**config.mk**
```make
export PLATFORM = sky130hd
export DESIGN_NAME = run_ctl_cop
export DESIGN_NICKNAME = d
export VERILOG_FILES = /design/src/rtl/rcc_pkg.sv /design/src/rtl/rcc_sat_counter.sv /design/src/rtl/rcc_run_ctrl.sv /design/src/rtl/run_ctl_cop.sv
export SDC_FILE = /design/constraint.sdc
export NUM_CORES = 1
export LEC_CHECK = 0
export BUFFER_PORTS_ARGS = -buffer_cell sky130_fd_sc_hd__buf_4
export CORE_MARGIN = 8
export CORE_UTILIZATION = 52
export DETAILED_ROUTE_END_ITERATION = 8
export PLACE_DENSITY = 0.81
export SLEW_MARGIN = 20
export SYNTH_ARGS = -nofsm -noshare
export SYNTH_HDL_FRONTEND = slang
export SYNTH_SLANG_ARGS = --single-unit
export TNS_END_PERCENT = 1
```
**constraint.sdc**
```tcl
create_clock -name clk -period 2.8 [get_ports clk]
set_clock_uncertainty 0.15 [all_clocks]
set_input_delay 0.28 -clock clk [delete_from_list [all_inputs] [get_ports clk]]
set_output_delay 0.28 -clock clk [all_outputs]
set_load 0.03 [all_outputs]
```
**src/rtl/rcc_pkg.sv**
```systemverilog
package rcc_pkg;

    typedef enum logic [3:0] {
        OP_IMEM_WR  = 4'd1,
        OP_IMEM_RD  = 4'd2,
        OP_DMEM_WR  = 4'd3,
        OP_DMEM_RD  = 4'd4,
        OP_ARG_SET  = 4'd5,
        OP_PC_SET   = 4'd6,
        OP_RUN_HALT = 4'd7,
        OP_RUN_N    = 4'd8,
        OP_STOP     = 4'd9,
        OP_CYC_RD   = 4'd10,
        OP_INS_RD   = 4'd11
    } cmd_op_e;

    typedef enum logic [3:0] {
        RSP_MEM = 4'd1,
        RSP_ACK = 4'd2,
        RSP_ERR = 4'd3,
        RSP_CNT = 4'd4
    } rsp_kind_e;

    typedef enum logic [1:0] {
        CS_IDLE,
        CS_MEM_WAIT,
        CS_RESP
    } cmd_state_e;

    typedef enum logic [1:0] {
        RS_IDLE,
        RS_FREE,
        RS_COUNT
    } run_state_e;

endpackage

```
**src/rtl/rcc_sat_counter.sv**
```systemverilog
module rcc_sat_counter #(
    parameter int W = 32
) (
    input  logic         clk,
    input  logic         rst_n,
    input  logic         clr,
    input  logic         inc,
    output logic [W-1:0] count
);
    localparam logic [W-1:0] CEIL = {W{1'b1}};

    always_ff @(posedge clk or negedge rst_n) begin
        if (!rst_n) begin
            count <= '0;
        end else if (clr) begin
            count <= '0;
        end else if (inc && (count != CEIL)) begin
            count <= count + 1'b1;
        end
    end
endmodule

```
**src/rtl/rcc_run_ctrl.sv**
```systemverilog
module rcc_run_ctrl
    import rcc_pkg::*;
#(
    parameter int BOUND_W = 32
) (
    input  logic               clk,
    input  logic               rst_n,
    input  logic               go_free,
    input  logic               go_bound,
    input  logic [BOUND_W-1:0] bound_n,
    input  logic               stop_req,
    input  logic               core_halt,
    output logic               core_run,
    output logic               done_pulse
);
    localparam logic [BOUND_W-1:0] ONE = BOUND_W'(1);

    run_state_e         rs_q, rs_d;
    logic [BOUND_W-1:0] remain_q, remain_d;
    logic               fin_d, done_q;

    // state register
    always_ff @(posedge clk or negedge rst_n) begin
        if (!rst_n) begin
            rs_q     <= RS_IDLE;
            remain_q <= '0;
            done_q   <= 1'b0;
        end else begin
            rs_q     <= rs_d;
            remain_q <= remain_d;
            done_q   <= fin_d;
        end
    end

    // next state and outputs
    always_comb begin
        rs_d     = rs_q;
        remain_d = remain_q;
        fin_d    = 1'b0;
        unique case (rs_q)
            RS_IDLE: begin
                if (go_free) begin
                    rs_d = RS_FREE;
                end else if (go_bound) begin
                    if (bound_n == '0) begin
                        fin_d = 1'b1;
                    end else begin
                        rs_d     = RS_COUNT;
                        remain_d = bound_n;
                    end
                end
            end
            RS_FREE: begin
                if (core_halt) begin
                    rs_d  = RS_IDLE;
                    fin_d = 1'b1;
                end else if (stop_req) begin
                    rs_d = RS_IDLE;
                end
            end
            RS_COUNT: begin
                remain_d = remain_q - ONE;
                if (core_halt || (remain_q == ONE)) begin
                    rs_d  = RS_IDLE;
                    fin_d = 1'b1;
                end else if (stop_req) begin
                    rs_d = RS_IDLE;
                end
            end
            default: rs_d = RS_IDLE;
        endcase
    end

    assign core_run   = (rs_q != RS_IDLE);
    assign done_pulse = done_q;
endmodule

```
**src/rtl/run_ctl_cop.sv**
```systemverilog
module run_ctl_cop
    import rcc_pkg::*;
#(
    parameter int CNT_W   = 32,
    parameter int BOUND_W = 32
) (
    input  logic        clk,
    input  logic        rst_n,
    input  logic        cmd_valid,
    output logic        cmd_ready,
    input  logic [3:0]  cmd_op,
    input  logic [31:0] cmd_addr,
    input  logic [31:0] cmd_data,
    output logic        rsp_valid,
    input  logic        rsp_ready,
    output logic [31:0] rsp_data,
    output logic [3:0]  rsp_type,
    output logic [31:0] rsp_addr,
    output logic        imem_req,
    output logic        imem_we,
    output logic [31:0] imem_addr,
    output logic [31:0] imem_wdata,
    input  logic [31:0] imem_rdata,
    output logic        dmem_req,
    output logic        dmem_we,
    output logic [31:0] dmem_addr,
    output logic [31:0] dmem_wdata,
    input  logic [31:0] dmem_rdata,
    output logic        core_run,
    output logic        core_pc_load,
    output logic [31:0] core_pc_value,
    input  logic        core_retire,
    input  logic        core_halt,
    output logic        irq_done
);
    localparam int WORD_W = 32;
    localparam int N_CNT  = 2;

    cmd_state_e        cs_q, cs_d;
    rsp_kind_e         kind_q, kind_d;
    logic [WORD_W-1:0] word_q, word_d;
    logic [WORD_W-1:0] addr_q;
    logic [WORD_W-1:0] arg_q;
    logic              rd_dmem_q, rd_dmem_d;
    logic              arg_we;
    logic              go_free, go_bound, stop_req;
    logic              cnt_clr;
    logic [N_CNT-1:0]  cnt_inc;
    logic [CNT_W-1:0]  cnt_val [N_CNT];
    logic [CNT_W-1:0]  cyc_cnt, ins_cnt;
    logic              accept;

    assign cmd_ready = (cs_q == CS_IDLE);
    assign accept    = cmd_ready && cmd_valid;

    // run controller
    rcc_run_ctrl #(.BOUND_W(BOUND_W)) u_run (
        .clk        (clk),
        .rst_n      (rst_n),
        .go_free    (go_free),
        .go_bound   (go_bound),
        .bound_n    (cmd_data[BOUND_W-1:0]),
        .stop_req   (stop_req),
        .core_halt  (core_halt),
        .core_run   (core_run),
        .done_pulse (irq_done)
    );

    // cycle and retired-instruction counters
    assign cnt_clr    = go_free | go_bound;
    assign cnt_inc[0] = core_run;
    assign cnt_inc[1] = core_run & core_retire;

    for (genvar g = 0; g < N_CNT; g++) begin : g_cnt
        rcc_sat_counter #(.W(CNT_W)) u_cnt (
            .clk   (clk),
            .rst_n (rst_n),
            .clr   (cnt_clr),
            .inc   (cnt_inc[g]),
            .count (cnt_val[g])
        );
    end

    assign cyc_cnt = cnt_val[0];
    assign ins_cnt = cnt_val[1];

    // memory address and data follow the command fields
    assign imem_addr     = cmd_addr;
    assign imem_wdata    = cmd_data;
    assign dmem_addr     = cmd_addr;
    assign dmem_wdata    = cmd_data;
    assign core_pc_value = arg_q;

    // state register
    always_ff @(posedge clk or negedge rst_n) begin
        if (!rst_n) begin
            cs_q <= CS_IDLE;
        end else begin
            cs_q <= cs_d;
        end
    end

    // response, argument and read-select registers
    always_ff @(posedge clk or negedge rst_n) begin
        if (!rst_n) begin
            kind_q    <= RSP_ACK;
            word_q    <= '0;
            addr_q    <= '0;
            arg_q     <= '0;
            rd_dmem_q <= 1'b0;
        end else begin
            if (accept) begin
                kind_q    <= kind_d;
                word_q    <= word_d;
                addr_q    <= cmd_addr;
                rd_dmem_q <= rd_dmem_d;
            end else if (cs_q == CS_MEM_WAIT) begin
                word_q <= rd_dmem_q ? dmem_rdata : imem_rdata;
            end
            if (arg_we) begin
                arg_q <= cmd_data;
            end
        end
    end

    // command decode and next state
    always_comb begin
        cs_d         = cs_q;
        kind_d       = RSP_ACK;
        word_d       = '0;
        rd_dmem_d    = 1'b0;
        imem_req     = 1'b0;
        imem_we      = 1'b0;
        dmem_req     = 1'b0;
        dmem_we      = 1'b0;
        core_pc_load = 1'b0;
        arg_we       = 1'b0;
        go_free      = 1'b0;
        go_bound     = 1'b0;
        stop_req     = 1'b0;
        unique case (cs_q)
            CS_IDLE: begin
                if (cmd_valid) begin
                    cs_d = CS_RESP;
                    unique case (cmd_op_e'(cmd_op))
                        OP_IMEM_WR, OP_DMEM_WR: begin
                            if (core_run) begin
                                kind_d = RSP_ERR;
                            end else begin
                                imem_req = (cmd_op_e'(cmd_op) == OP_IMEM_WR);
                                imem_we  = imem_req;
                                dmem_req = !imem_req;
                                dmem_we  = dmem_req;
                            end
                        end
                        OP_IMEM_RD, OP_DMEM_RD: begin
                            if (core_run) begin
                                kind_d = RSP_ERR;
                            end else begin
                                kind_d    = RSP_MEM;
                                rd_dmem_d = (cmd_op_e'(cmd_op) == OP_DMEM_RD);
                                imem_req  = !rd_dmem_d;
                                dmem_req  = rd_dmem_d;
                                cs_d      = CS_MEM_WAIT;
                            end
                        end
                        OP_ARG_SET: arg_we = 1'b1;
                        OP_PC_SET: begin
                            if (core_run) kind_d = RSP_ERR;
                            else          core_pc_load = 1'b1;
                        end
                        OP_RUN_HALT: begin
                            if (core_run) kind_d = RSP_ERR;
                            else          go_free = 1'b1;
                        end
                        OP_RUN_N: begin
                            if (core_run) kind_d = RSP_ERR;
                            else          go_bound = 1'b1;
                        end
                        OP_STOP: stop_req = 1'b1;
                        OP_CYC_RD: begin
                            kind_d              = RSP_CNT;
                            word_d[CNT_W-1:0]   = cyc_cnt;
                        end
                        OP_INS_RD: begin
                            kind_d              = RSP_CNT;
                            word_d[CNT_W-1:0]   = ins_cnt;
                        end
                        default: kind_d = RSP_ERR;
                    endcase
                end
            end
            CS_MEM_WAIT: cs_d = CS_RESP;
            CS_RESP: begin
                if (rsp_ready) cs_d = CS_IDLE;
            end
            default: cs_d = CS_IDLE;
        endcase
    end

    assign rsp_valid = (cs_q == CS_RESP);
    assign rsp_data  = word_q;
    assign rsp_type  = kind_q;
    assign rsp_addr  = addr_q;
endmodule

```
==> results of run 1 <==
[metal layers]
metal | vias to the layer above | global-route usage [%] | share of wire (%)
met5 | - | 0 | 0
met3 | 76 | 5.33 | 8.8
met4 | 0 | 8.93 | 2.5
met1 | 5405 | 34.9 | 38
li1 | 4998 | - | -
met2 | 580 | 48.1 | 51
[path summary, 6_finish.rpt]
| kind | start | endpoint | slack (ns) | cells after the start |
|---|---|---|---|---|
| hold / removal | cmd_op[0] | rd_dmem_q | 0.03 | 3 |
| setup reg to reg | u_run.remain_q[0] | u_run.remain_q[20] | 0.23 | 8 |
| hold reg to reg | rsp_type[1] | rsp_type[1] | 0.31 | 2 |
| min in group asynchronous | rst_n | rsp_data[22] | 0.20 | 2 |
| setup / recovery | u_run.rs_q[0] | imem_req | 0.15 | 6 |
| max in group asynchronous | rst_n | rsp_type[1] | 1.56 | 3 |
[power by group through the flow]
| stage | Sequential, mW | Clock, mW | Combinational, mW |
|---|---|---|---|
| after floorplan | 5.47 | 0 | 2.02 |
| after global placement | 4.57 | 0 | 4.77 |
| after detailed placement | 4.62 | 0 | 4.88 |
| after CTS | 4.59 | 2.92 | 4.99 |
| after global routing | 4.73 | 3.06 | 5.31 |
| final | 4.62 | 2.88 | 4.99 |
[layout make-up]
type | instances | area, µm²
Fill cell | 1585 | 6500
Multi-Input combinational cell | 838 | 5250
Sequential cell | 201 | 5030
Timing Repair Buffer | 493 | 3940
Clock buffer | 31 | 636
Tap cell | 280 | 350
Clock inverter | 8 | 72.6
Inverter | 9 | 33.8
Antenna cell | 3 | 7.51
[sequential cells by signal (all words and copies together), names as in the netlist]
register / cells
rsp_addr: 32
rsp_data: 32
cs_q: 2
u_run.remain_q: 32
rd_dmem_q: 1
rsp_type: 3
core_pc_value: 32
u_run.done_pulse: 1
u_run.rs_q: 2
g_cnt.u_cnt.count: 64
[kinds of logic (layout without fill, tap and decap cells)]
| kind of cell | count (synthesis) | after routing | share of synthesized area [%] |
|---|---|---|---|
| buffers and inverters | 214 | 541 | 11.2 |
| other | 1 | 4 | 0.0325 |
| xor gates and xnor gates | 47 | 47 | 3.57 |
| and+or+nand+nor | 452 | 452 | 19.1 |
| muxes | 68 | 68 | 6.24 |
| adders and majority gates | 4 | 4 | 0.434 |
| DFF | 201 | 201 | 43.6 |
| AOI/OAI and AO/OA | 266 | 266 | 15.9 |
[worst max-delay path, stage by stage (launching register included)]
cell and delay (ns):
dfrtp_1 0.53, nor2_2 0.18, buf_4 0.17, nand2_1 0.14, or3_1 0.39, a21oi_1 0.14
buf_4 0.18
[Yosys cell counts, types with 3 or more instances]
| master | number | area share [%] |
|---|---|---|
| a21oi_1 | 58 | 2.5 |
| nand4_1 | 28 | 1.5 |
| or2_2 | 3 | 0.16 |
| ha_1 | 4 | 0.43 |
| or4_1 | 11 | 0.72 |
| xnor2_1 | 21 | 1.6 |
| a22oi_1 | 5 | 0.33 |
| o211ai_1 | 5 | 0.33 |
| buf_2 | 4 | 0.17 |
| and2_1 | 8 | 0.43 |
| a31oi_1 | 4 | 0.22 |
| o22ai_1 | 11 | 0.60 |
| dfrtp_1 | 200 | 43 |
| o21a_1 | 4 | 0.26 |
| a211oi_1 | 40 | 2.6 |
| nand2b_1 | 10 | 0.54 |
| a221oi_1 | 32 | 2.4 |
| xor2_1 | 26 | 2.0 |
| a21o_1 | 33 | 2.1 |
| inv_1 | 9 | 0.29 |
| and4_1 | 9 | 0.68 |
| clkbuf_1 | 61 | 2.0 |
| nor4_1 | 27 | 1.5 |
| mux2_2 | 31 | 3.0 |
| nor3b_1 | 4 | 0.26 |
| buf_4 | 129 | 8.4 |
| a2bb2oi_1 | 3 | 0.23 |
| nor3_1 | 28 | 1.2 |
| nor2b_1 | 5 | 0.27 |
| and3_1 | 6 | 0.33 |
| nand3_1 | 33 | 1.4 |
| o31ai_1 | 5 | 0.33 |
| nand2_1 | 159 | 5.2 |
| buf_1 | 11 | 0.36 |
| nor2_1 | 91 | 3.0 |
| or3_1 | 18 | 0.98 |
| o21ai_0 | 37 | 1.6 |
| mux2i_1 | 36 | 3.1 |
| o2bb2ai_1 | 7 | 0.53 |
| o22a_1 | 4 | 0.30 |
[layout by cell type, fill, tap and decap left out, types with 21 or more instances in the layout]
| cell type | Yosys | final |
|---|---|---|
| buf_4 | 129 | 418 |
| xor2_1 | 26 | 26 |
| o21ai_0 | 37 | 37 |
| nor2_1 | 91 | 89 |
| nand3_1 | 33 | 33 |
| dlygate4sd3_1 | 0 | 69 |
| a21o_1 | 33 | 33 |
| xnor2_1 | 21 | 21 |
| a21oi_1 | 58 | 58 |
| a221oi_1 | 32 | 32 |
| mux2_2 | 31 | 31 |
| clkbuf_16 | 0 | 23 |
| nor3_1 | 28 | 28 |
| dfrtp_1 | 200 | 199 |
| a211oi_1 | 40 | 40 |
| mux2i_1 | 36 | 36 |
| nand2_1 | 159 | 159 |
| nor4_1 | 27 | 27 |
| nand4_1 | 28 | 28 |
==> impl_metrics.env, run 1 <==
export IMPL_crit_arrival_ns=2.22
export IMPL_io_pins=375
export IMPL_dp_slack_ns=0.258
export IMPL_die_y_um=165
export IMPL_place_congestion=0.949
export IMPL_p_sw_share_pct=40.6
export IMPL_routed_wl_um=39500
export IMPL_fin_area_um2=15300
export IMPL_die_area_um2=27200
export IMPL_htree_levels=1
export IMPL_drive_above_1_share_pct=32.2
export IMPL_p_comb_share_pct=39.9
export IMPL_grt_pass1_vias=11106
export IMPL_hold_ws_ns=0.0279
export IMPL_crit_fanout=9
export IMPL_period_share_pct=94.6
export IMPL_required_ns=2.37
export IMPL_portBuffers=373
export IMPL_power_mw=12.5
export IMPL_post_cts_buffers=0
export IMPL_min_period_ns=2.65
export IMPL_end_kind="primary output"
export IMPL_clock_latency_ns=0.52
export IMPL_yosys_warnings=0
export IMPL_synth_area_um2=11500
export IMPL_place_inst=1752
export IMPL_grtUsageTotal_pct=28.0
export IMPL_drc=0
export IMPL_power_density_nw_per_um2=815
export IMPL_syn_avg_cell_area_um2=9.21
export IMPL_cts_sinks=201
export IMPL_synth_edf_count=0
export IMPL_rsz0062_at_grt="false"
export IMPL_status="finished, final reports clean"
export IMPL_ctsLongestPathBuffers=3
export IMPL_grt_pass1_wl_um=61100
export IMPL_grt_max_degree=74
export IMPL_startpoint_type="flip-flop"
export IMPL_final_util_pct=70.2
export IMPL_cts_resized=0
export IMPL_start_util_pct=52.9
export IMPL_clock_power_share_pct=23.1
export IMPL_antenna_found_initial=3
export IMPL_critPathKind="reg2out"
export IMPL_min_path_type="in2reg"
export IMPL_power_leakage_nw=7.08
export IMPL_cts_tree="built"
export IMPL_finalSetupViolations=0
export IMPL_net_switching_power_mw=5.07
export IMPL_synthDistinctLibCells=67
export IMPL_wl_per_cell_um=21.2
export IMPL_drtIter0Drc=1057
export IMPL_intPower_mw=7.42
export IMPL_grt_ovfl_total=0
export IMPL_max_cap_violations=0
export IMPL_die_w_um=165
export IMPL_synth_seq_cells=201
export IMPL_ys_flop_type="dfrtp_1"
export IMPL_max_freq_ghz=0.377
export IMPL_peakVddDrop_mv=0.574
export IMPL_coreArea_um2=21800
export IMPL_synth_cells=1253
export IMPL_synthesis_nets=1395
export IMPL_ant_nets=0
export IMPL_ys_seq_area_share_pct=43.6
export IMPL_drv_slew=0
export IMPL_dp_hpwl_um=28100
export IMPL_postLayoutSetupSlackWorst_ns=0.151
export IMPL_place_area_um2=13900
export IMPL_routed_via_density=5.94
export IMPL_power_frac_seq_pct=37.0
export IMPL_rows=54
export IMPL_clkTransAtPathRegs_ns=0.06
export IMPL_finalSetupTns_ns=0
export IMPL_slew_headroom_pct=52.1
export IMPL_vias=11059
export IMPL_cts_made_buffers=23
export IMPL_layoutNonFillerInstCount=1863
export IMPL_fin_nets=1708
export IMPL_hold_buffers=69
export IMPL_dr_pass1_iters=6
export IMPL_cts_root_buf="clkbuf_16"
export IMPL_synth_async_reset_ratio_pct=100
export IMPL_finalHoldViolations=0
export IMPL_worstMarginPinSlew_ns=0.715
export IMPL_synthToLayoutAreaGrowth_pct=32.8
Power figures use the tool's default switching activity.
==> run 2, diff against run 1 <==
--- a/config.mk
+++ b/config.mk
@@ -5,11 +5,12 @@
 export SDC_FILE = /design/constraint.sdc
 export NUM_CORES = 1
 export LEC_CHECK = 0
+export ABC_AREA = 1
 export BUFFER_PORTS_ARGS = -buffer_cell sky130_fd_sc_hd__buf_4
 export CORE_MARGIN = 8
-export CORE_UTILIZATION = 52
+export CORE_UTILIZATION = 53
 export DETAILED_ROUTE_END_ITERATION = 8
-export PLACE_DENSITY = 0.81
+export PLACE_DENSITY = 0.8
 export SLEW_MARGIN = 20
 export SYNTH_ARGS = -nofsm -noshare
 export SYNTH_HDL_FRONTEND = slang
==> impl_metrics.env, run 2 <==
export IMPL_status="finished, final reports clean"
export IMPL_rows=57
export IMPL_worstMarginPinSlew_ns=0.853
export IMPL_critPathKind="in2out"
export IMPL_final_util_pct=70.1
export IMPL_place_inst=2405
export IMPL_use_met3_pct=6.99
export IMPL_antenna_found_initial=2
export IMPL_io_pins=375
export IMPL_synthesis_nets=2029
export IMPL_yosys_area_top_type="dfrtp_1"
export IMPL_grtUsageMet1_pct=39.3
export IMPL_grtUsageTotal_pct=31.2
export IMPL_peakVddDrop_mv=0.470
export IMPL_power_leakage_nw=8.35
export IMPL_final_common_cell="nand2_1"
export IMPL_fin_area_um2=17000
export IMPL_crit_arrival_ns=2.21
export IMPL_required_ns=2.37
export IMPL_multi_input_area_um2=6130
export IMPL_synthToLayoutAreaGrowth_pct=30.4
export IMPL_synth_area_um2=13000
export IMPL_synthDistinctLibCells=42
export IMPL_wl_per_cell_um=18.8
export IMPL_die_area_um2=29900
export IMPL_min_period_ns=2.64
export IMPL_dp_hpwl_um=35200
export IMPL_cts_root_buf="clkbuf_16"
export IMPL_synth_seq_cells=201
export IMPL_yosys_top_cells_area="dfrtp_1, nand2_1, buf_4"
export IMPL_cts_made_buffers=23
export IMPL_portBuffers=373
export IMPL_ctsLongestPathBuffers=3
export IMPL_startpoint_type="input pin"
export IMPL_drc=0
export IMPL_crit_fanout=5
export IMPL_syn_avg_cell_area_um2=6.90
export IMPL_reg2reg_from="u_run.rs_q[0]"
export IMPL_place_area_um2=15100
export IMPL_drtIter0Drc=1346
export IMPL_layoutNonFillerInstCount=2558
export IMPL_grt_pass1_wl_um=76500
export IMPL_coreArea_um2=24200
export IMPL_layout_common_cells="nand2_1, buf_4, nor2_1"
export IMPL_clkTransAtPathRegs_ns=0.06
export IMPL_drive_above_1_share_pct=21.3
export IMPL_grt_pass1_vias=14081
export IMPL_reg2reg_depth=10
export IMPL_slew_headroom_pct=43.1
export IMPL_use_met2_pct=52.3
export IMPL_largest_reg_flops=64
export IMPL_routed_via_density=5.49
export IMPL_finalHoldViolations=0
export IMPL_fin_nets=2358
export IMPL_clock_latency_ns=0.52
export IMPL_rsz0062_at_grt="false"
export IMPL_start_util_pct=53.7
export IMPL_min_path_type="in2reg"
export IMPL_ys_seq_area_share_pct=38.6
export IMPL_hp_start="cmd_data[3]"
export IMPL_hold_path_endpoint="core_pc_value[3]"
export IMPL_grt_ovfl_total=0
export IMPL_ant_nets=0
export IMPL_fillers=2042
export IMPL_top_register="g_cnt.u_cnt.count"
export IMPL_finalSetupTns_ns=0
export IMPL_yosys_top_cells_count="nand2_1, nor2_1, dfrtp_1"
export IMPL_synth_top_cell_area_share_pct=38.4
export IMPL_synth_most_common_cell="nand2_1"
export IMPL_htree_levels=1
export IMPL_regArea_um2=5030
export IMPL_power_density_nw_per_um2=827
export IMPL_place_congestion=0.948
export IMPL_die_w_um=173
export IMPL_drv_slew=0
export IMPL_routed_wl_um=48000
export IMPL_ys_flop_type="dfrtp_1"
export IMPL_cts_tree="built"
export IMPL_synth_cells=1887
export IMPL_grt_max_degree=63
export IMPL_busiest_layer="met2"
export IMPL_hold_depth=3
export IMPL_max_freq_ghz=0.379
export IMPL_finalSetupViolations=0
export IMPL_end_kind="primary output"
export IMPL_synth_edf_count=0
export IMPL_max_cap_violations=0
export IMPL_vias=14038
export IMPL_cts_sinks=201
export IMPL_die_y_um=173
export IMPL_period_share_pct=94.3
export IMPL_dr_pass1_iters=6
export IMPL_synth_async_reset_ratio_pct=100
export IMPL_r2r_end="g_cnt[1].u_cnt.count[25]"
export IMPL_yosys_warnings=0
export IMPL_reg2reg_slack_ns=0.26
## run 2: cell count changes in the layout (fill, tap and decap cells not counted), moves of 36 or more
cell           before  now
o21ai_0            37  112
mux2i_1            36    0
a211oi_1           40    0
nor2_1             89  210
a21oi_1            58    8
inv_1               9  146
nand2_1           159  645
dlygate4sd3_1      69  110
nand3_1            33  126
## run 2: area by class of cell
type / instances / share of cell area (%)
diodes: 2 / 0.0295
flip-flops and latches: 201 / 29.6
inverters: 153 / 3.42
clock buffers: 34 / 4.04
multi-input cells: 1334 / 36.1
clock inverters: 7 / 0.390
repair buffers: 503 / 24.0
well taps: 324 / 2.39
## run 2: worst max path at each step
stage | from | cells past startpoint | slack (ns) | to
finish | cmd_op[1] | 7 | 0.16 | imem_req
global route | u_run.rs_q[0] | 10 | 0.09 | g_cnt[1].u_cnt.count[25]
CTS | cmd_op[1] | 9 | 0.04 | imem_req
detailed placement | u_run.rs_q[0] | 10 | 0.32 | g_cnt[1].u_cnt.count[25]
global placement | u_run.rs_q[0] | 10 | 0.37 | g_cnt[1].u_cnt.count[25]
floorplan | cs_q[1] | 5 | 0.26 | imem_req
## run 2: where the power goes
| part | leakage, nW | total [mW] | internal (mW) | switching (mW) |
|---|---|---|---|---|
| Clock | 0.373 | 3.03 | 1.79 | 1.24 |
| Combinational | 5.39 | 6.29 | 2.10 | 4.18 |
| Sequential | 2.59 | 4.74 | 3.87 | 0.872 |
## run 2: timing repair
item,CTS,global route
setup buffers,0,0
hold buffers,110,0
setup endpoints to repair,0,1
endpoints found under the hold margin,166,0
gates resized for setup,0,3
## run 2: metrics by stage
step	hold slack, ns	total power, mW	setup WS (ns)
after floorplan	-0.166	8.58	0.263
after global placement	0.153	10.6	0.368
after detailed placement	0.150	10.8	0.315
after CTS	0.00182	14.0	0.0369
after global routing	0.0126	14.9	0.0949
final	0.00370	14.1	0.158
## run 2: kinds of logic after synthesis
group	count (synthesis)	synth area share [%]
AO/OA/AOI/OAI	212	9.19
XOR/XNOR	23	1.55
adder cells (fa/ha/maj)	4	0.384
buffers and inverters	352	14.5
flip-flops	201	38.6
multiplexers	12	1.04
other	1	0.0288
AND/OR/NAND/NOR	1082	34.7
## run 2: critical path, cell delays in order
cell	delay, ns
dlygate4sd3_1	0.55
buf_4	0.16
nor2_1	0.30
nand3_1	0.23
a211oi_2	0.33
buf_4	0.18
buf_4	0.16
## run 2: routing by layer
layer  wire length, µm  up-vias  part of all wire (%)
met5                 0        -                     0
met4              1620        0                   3.4
met3              4380      114                   9.1
met2             23000      713                    48
met1             19000     6637                    40
li1                  -     6574                     -
==> run 3, diff against run 2 <==
--- a/config.mk
+++ b/config.mk
@@ -7,7 +7,8 @@
 export LEC_CHECK = 0
 export ABC_AREA = 1
 export BUFFER_PORTS_ARGS = -buffer_cell sky130_fd_sc_hd__buf_4
-export CORE_MARGIN = 8
+export CORE_ASPECT_RATIO = 0.75
+export CORE_MARGIN = 2
 export CORE_UTILIZATION = 53
 export DETAILED_ROUTE_END_ITERATION = 8
 export PLACE_DENSITY = 0.8
==> constraint.sdc (replaced) <==
create_clock -name clk -period 2.8 [get_ports clk]
set_clock_uncertainty 0.15 [all_clocks]
set_input_delay 0.28 -clock clk [delete_from_list [all_inputs] [get_ports clk]]
set_output_delay 0.28 -clock clk [all_outputs]
set_load 0.1 [all_outputs]
==> impl_metrics.env, run 3 (synthesis results as in run 2) <==
export IMPL_p_comb_share_pct=55.3
export IMPL_routed_wl_um=47500
export IMPL_die_area_um2=25900
export IMPL_hold_depth=5
export IMPL_grtUsageTotal_pct=36.5
export IMPL_vias=14055
export IMPL_top_register="g_cnt.u_cnt.count"
export IMPL_period_share_pct=95.1
export IMPL_drtIter0Drc=1335
export IMPL_status="finished, final reports clean"
export IMPL_die_w_um=185
export IMPL_peakVddDrop_mv=0.751
export IMPL_htree_levels=1
export IMPL_rows=49
export IMPL_max_freq_ghz=0.376
export IMPL_net_switching_power_mw=9.59
export IMPL_crit_arrival_ns=2.23
export IMPL_fillers=2046
export IMPL_reg2reg_depth=10
export IMPL_die_y_um=140
export IMPL_crit_end="imem_req"
export IMPL_min_path_type="in2reg"
export IMPL_start_util_pct=54.2
export IMPL_crit_fanout=5
export IMPL_end_kind="primary output"
export IMPL_fin_nets=2337
export IMPL_coreArea_um2=24000
export IMPL_drc=0
export IMPL_reg2reg_slack_ns=0.25
export IMPL_grt_pass1_vias=13164
export IMPL_largest_reg_flops=64
export IMPL_cts_root_buf="clkbuf_16"
export IMPL_antenna_found_initial=1
export IMPL_cts_sinks=201
export IMPL_setup_worst_path_start="cmd_op[1]"
export IMPL_grt_max_degree=63
export IMPL_cts_tree="built"
export IMPL_worstMarginPinSlew_ns=0.798
export IMPL_drv_slew=0
export IMPL_required_ns=2.37
export IMPL_cts_made_buffers=22
export IMPL_clkTransAtPathRegs_ns=0.06
export IMPL_hold_ws_ns=0.00133
export IMPL_synthToLayoutAreaGrowth_pct=29.1
export IMPL_intPower_mw=7.67
export IMPL_finalSetupViolations=0
export IMPL_power_frac_seq_pct=27.5
export IMPL_power_mw=17.3
export IMPL_ctsLongestPathBuffers=3
export IMPL_route_met3_wl_um=5360
export IMPL_routed_via_density=5.53
export IMPL_slew_headroom_pct=46.7
export IMPL_final_common_cell="nand2_1"
export IMPL_place_congestion=0.991
export IMPL_grt_pass1_wl_um=73600
export IMPL_dp_hpwl_um=34800
export IMPL_drive_above_1_share_pct=21.8
export IMPL_layout_common_cells="nand2_1, buf_4, nor2_1"
export IMPL_max_cap_violations=0
export IMPL_portBuffers=373
export IMPL_regArea_um2=5030
export IMPL_highest_layer="met4"
export IMPL_min_period_ns=2.66
export IMPL_multi_input_area_um2=6160
export IMPL_final_util_pct=70.0
export IMPL_clock_power_share_pct=17.2
export IMPL_p_sw_share_pct=55.6
export IMPL_startpoint_type="input pin"
export IMPL_grt_ovfl_total=0
export IMPL_reg2reg_from="u_run.rs_q[0]"
export IMPL_clock_latency_ns=0.51
export IMPL_drt_met1_wl_um=20600
export IMPL_rsz0062_at_grt="false"
export IMPL_power_leakage_nw=8.28
export IMPL_io_pins=375
export IMPL_dr_pass1_iters=6
export IMPL_critPathKind="in2out"
export IMPL_finalHoldViolations=0
export IMPL_met2WireLength_um=20300
export IMPL_wl_per_cell_um=18.7
export IMPL_finalSetupTns_ns=0
export IMPL_post_cts_buffers=0
export IMPL_ant_nets=0
export IMPL_r2r_end="g_cnt[1].u_cnt.count[25]"
export IMPL_power_density_nw_per_um2=1030
run 3: cell types whose count changed in the layout (fill, tap and decap cells not counted), sizes merged:
| cell | change |
|---|---|
| buf | +2 |
| dlygate4sd3 | -22 |
| clkinvlp | +1 |
| diode | -1 |
| clkinv | +3 |
| inv | -1 |
| clkbuf | -4 |
run 3: worst max-delay path: stages:
cell           delay (ns)
dlygate4sd3_1        0.53
buf_4                0.14
inv_1                0.08
nor2_1               0.21
nand2_1              0.07
nand2_1              0.17
nand3_1              0.17
a211oi_4             0.24
buf_4                0.33
run 3: how the worst min path moves through the flow:
| stage | from | end | slack, ns |
|---|---|---|---|
| final | dmem_rdata[11] | rsp_data[11] | 0.001 |
| after global placement | rst_n | rsp_data[31] | 0.16 |
| after CTS | imem_rdata[25] | rsp_data[25] | 0.0002 |
| after detailed placement | rst_n | g_cnt[1].u_cnt.count[9] | 0.17 |
| after floorplan | rst_n | core_pc_value[0] | -0.17 |
| after global routing | dmem_rdata[18] | rsp_data[18] | 0.03 |
run 3: metal layers:
| layer | up-vias | global-route usage [%] |
|---|---|---|
| met2 | 794 | 53.3 |
| met4 | 0 | 9.36 |
| met3 | 86 | 10.3 |
| met1 | 6630 | 53.2 |
| met5 | - | 0 |
| li1 | 6545 | - |
run 3: repair_timing:
item                                    CTS  global route
resized for setup                         0             1
endpoints found under the setup margin    0             1
endpoints found under the hold margin   147             0
hold buffers                             88             0
run 3: layout make-up:
class	count	share of cell area, %
Inverter	153	3.46
Multi-Input combinational cell	1334	36.7
Sequential cell	201	29.9
Antenna cell	1	0.0149
Timing Repair Buffer	483	23.1
Clock inverter	10	0.476
Tap cell	331	2.46
Clock buffer	30	3.88
run 3: power by group through the flow:
| stage | Clock [mW] | Sequential, mW | Combinational, mW |
|---|---|---|---|
| after floorplan | 0 | 8.02 | 3.73 |
| after global placement | 0 | 4.70 | 9.15 |
| after detailed placement | 0 | 4.72 | 9.30 |
| after CTS | 2.98 | 4.70 | 9.44 |
| after global routing | 3.09 | 4.85 | 10.0 |
| final | 2.96 | 4.75 | 9.55 |
run 3: metrics by stage:
stage | worst slack [ns] | instances | cell area, µm²
after CTS | 0.0735 | 2542 | 16800
final | 0.138 | 2543 | 16800
after global routing | 0.0404 | 2543 | 16800
after detailed placement | 0.282 | 2414 | 15200
after floorplan | 0.0148 | 1887 | 13100
after global placement | 0.371 | 2414 | 15200
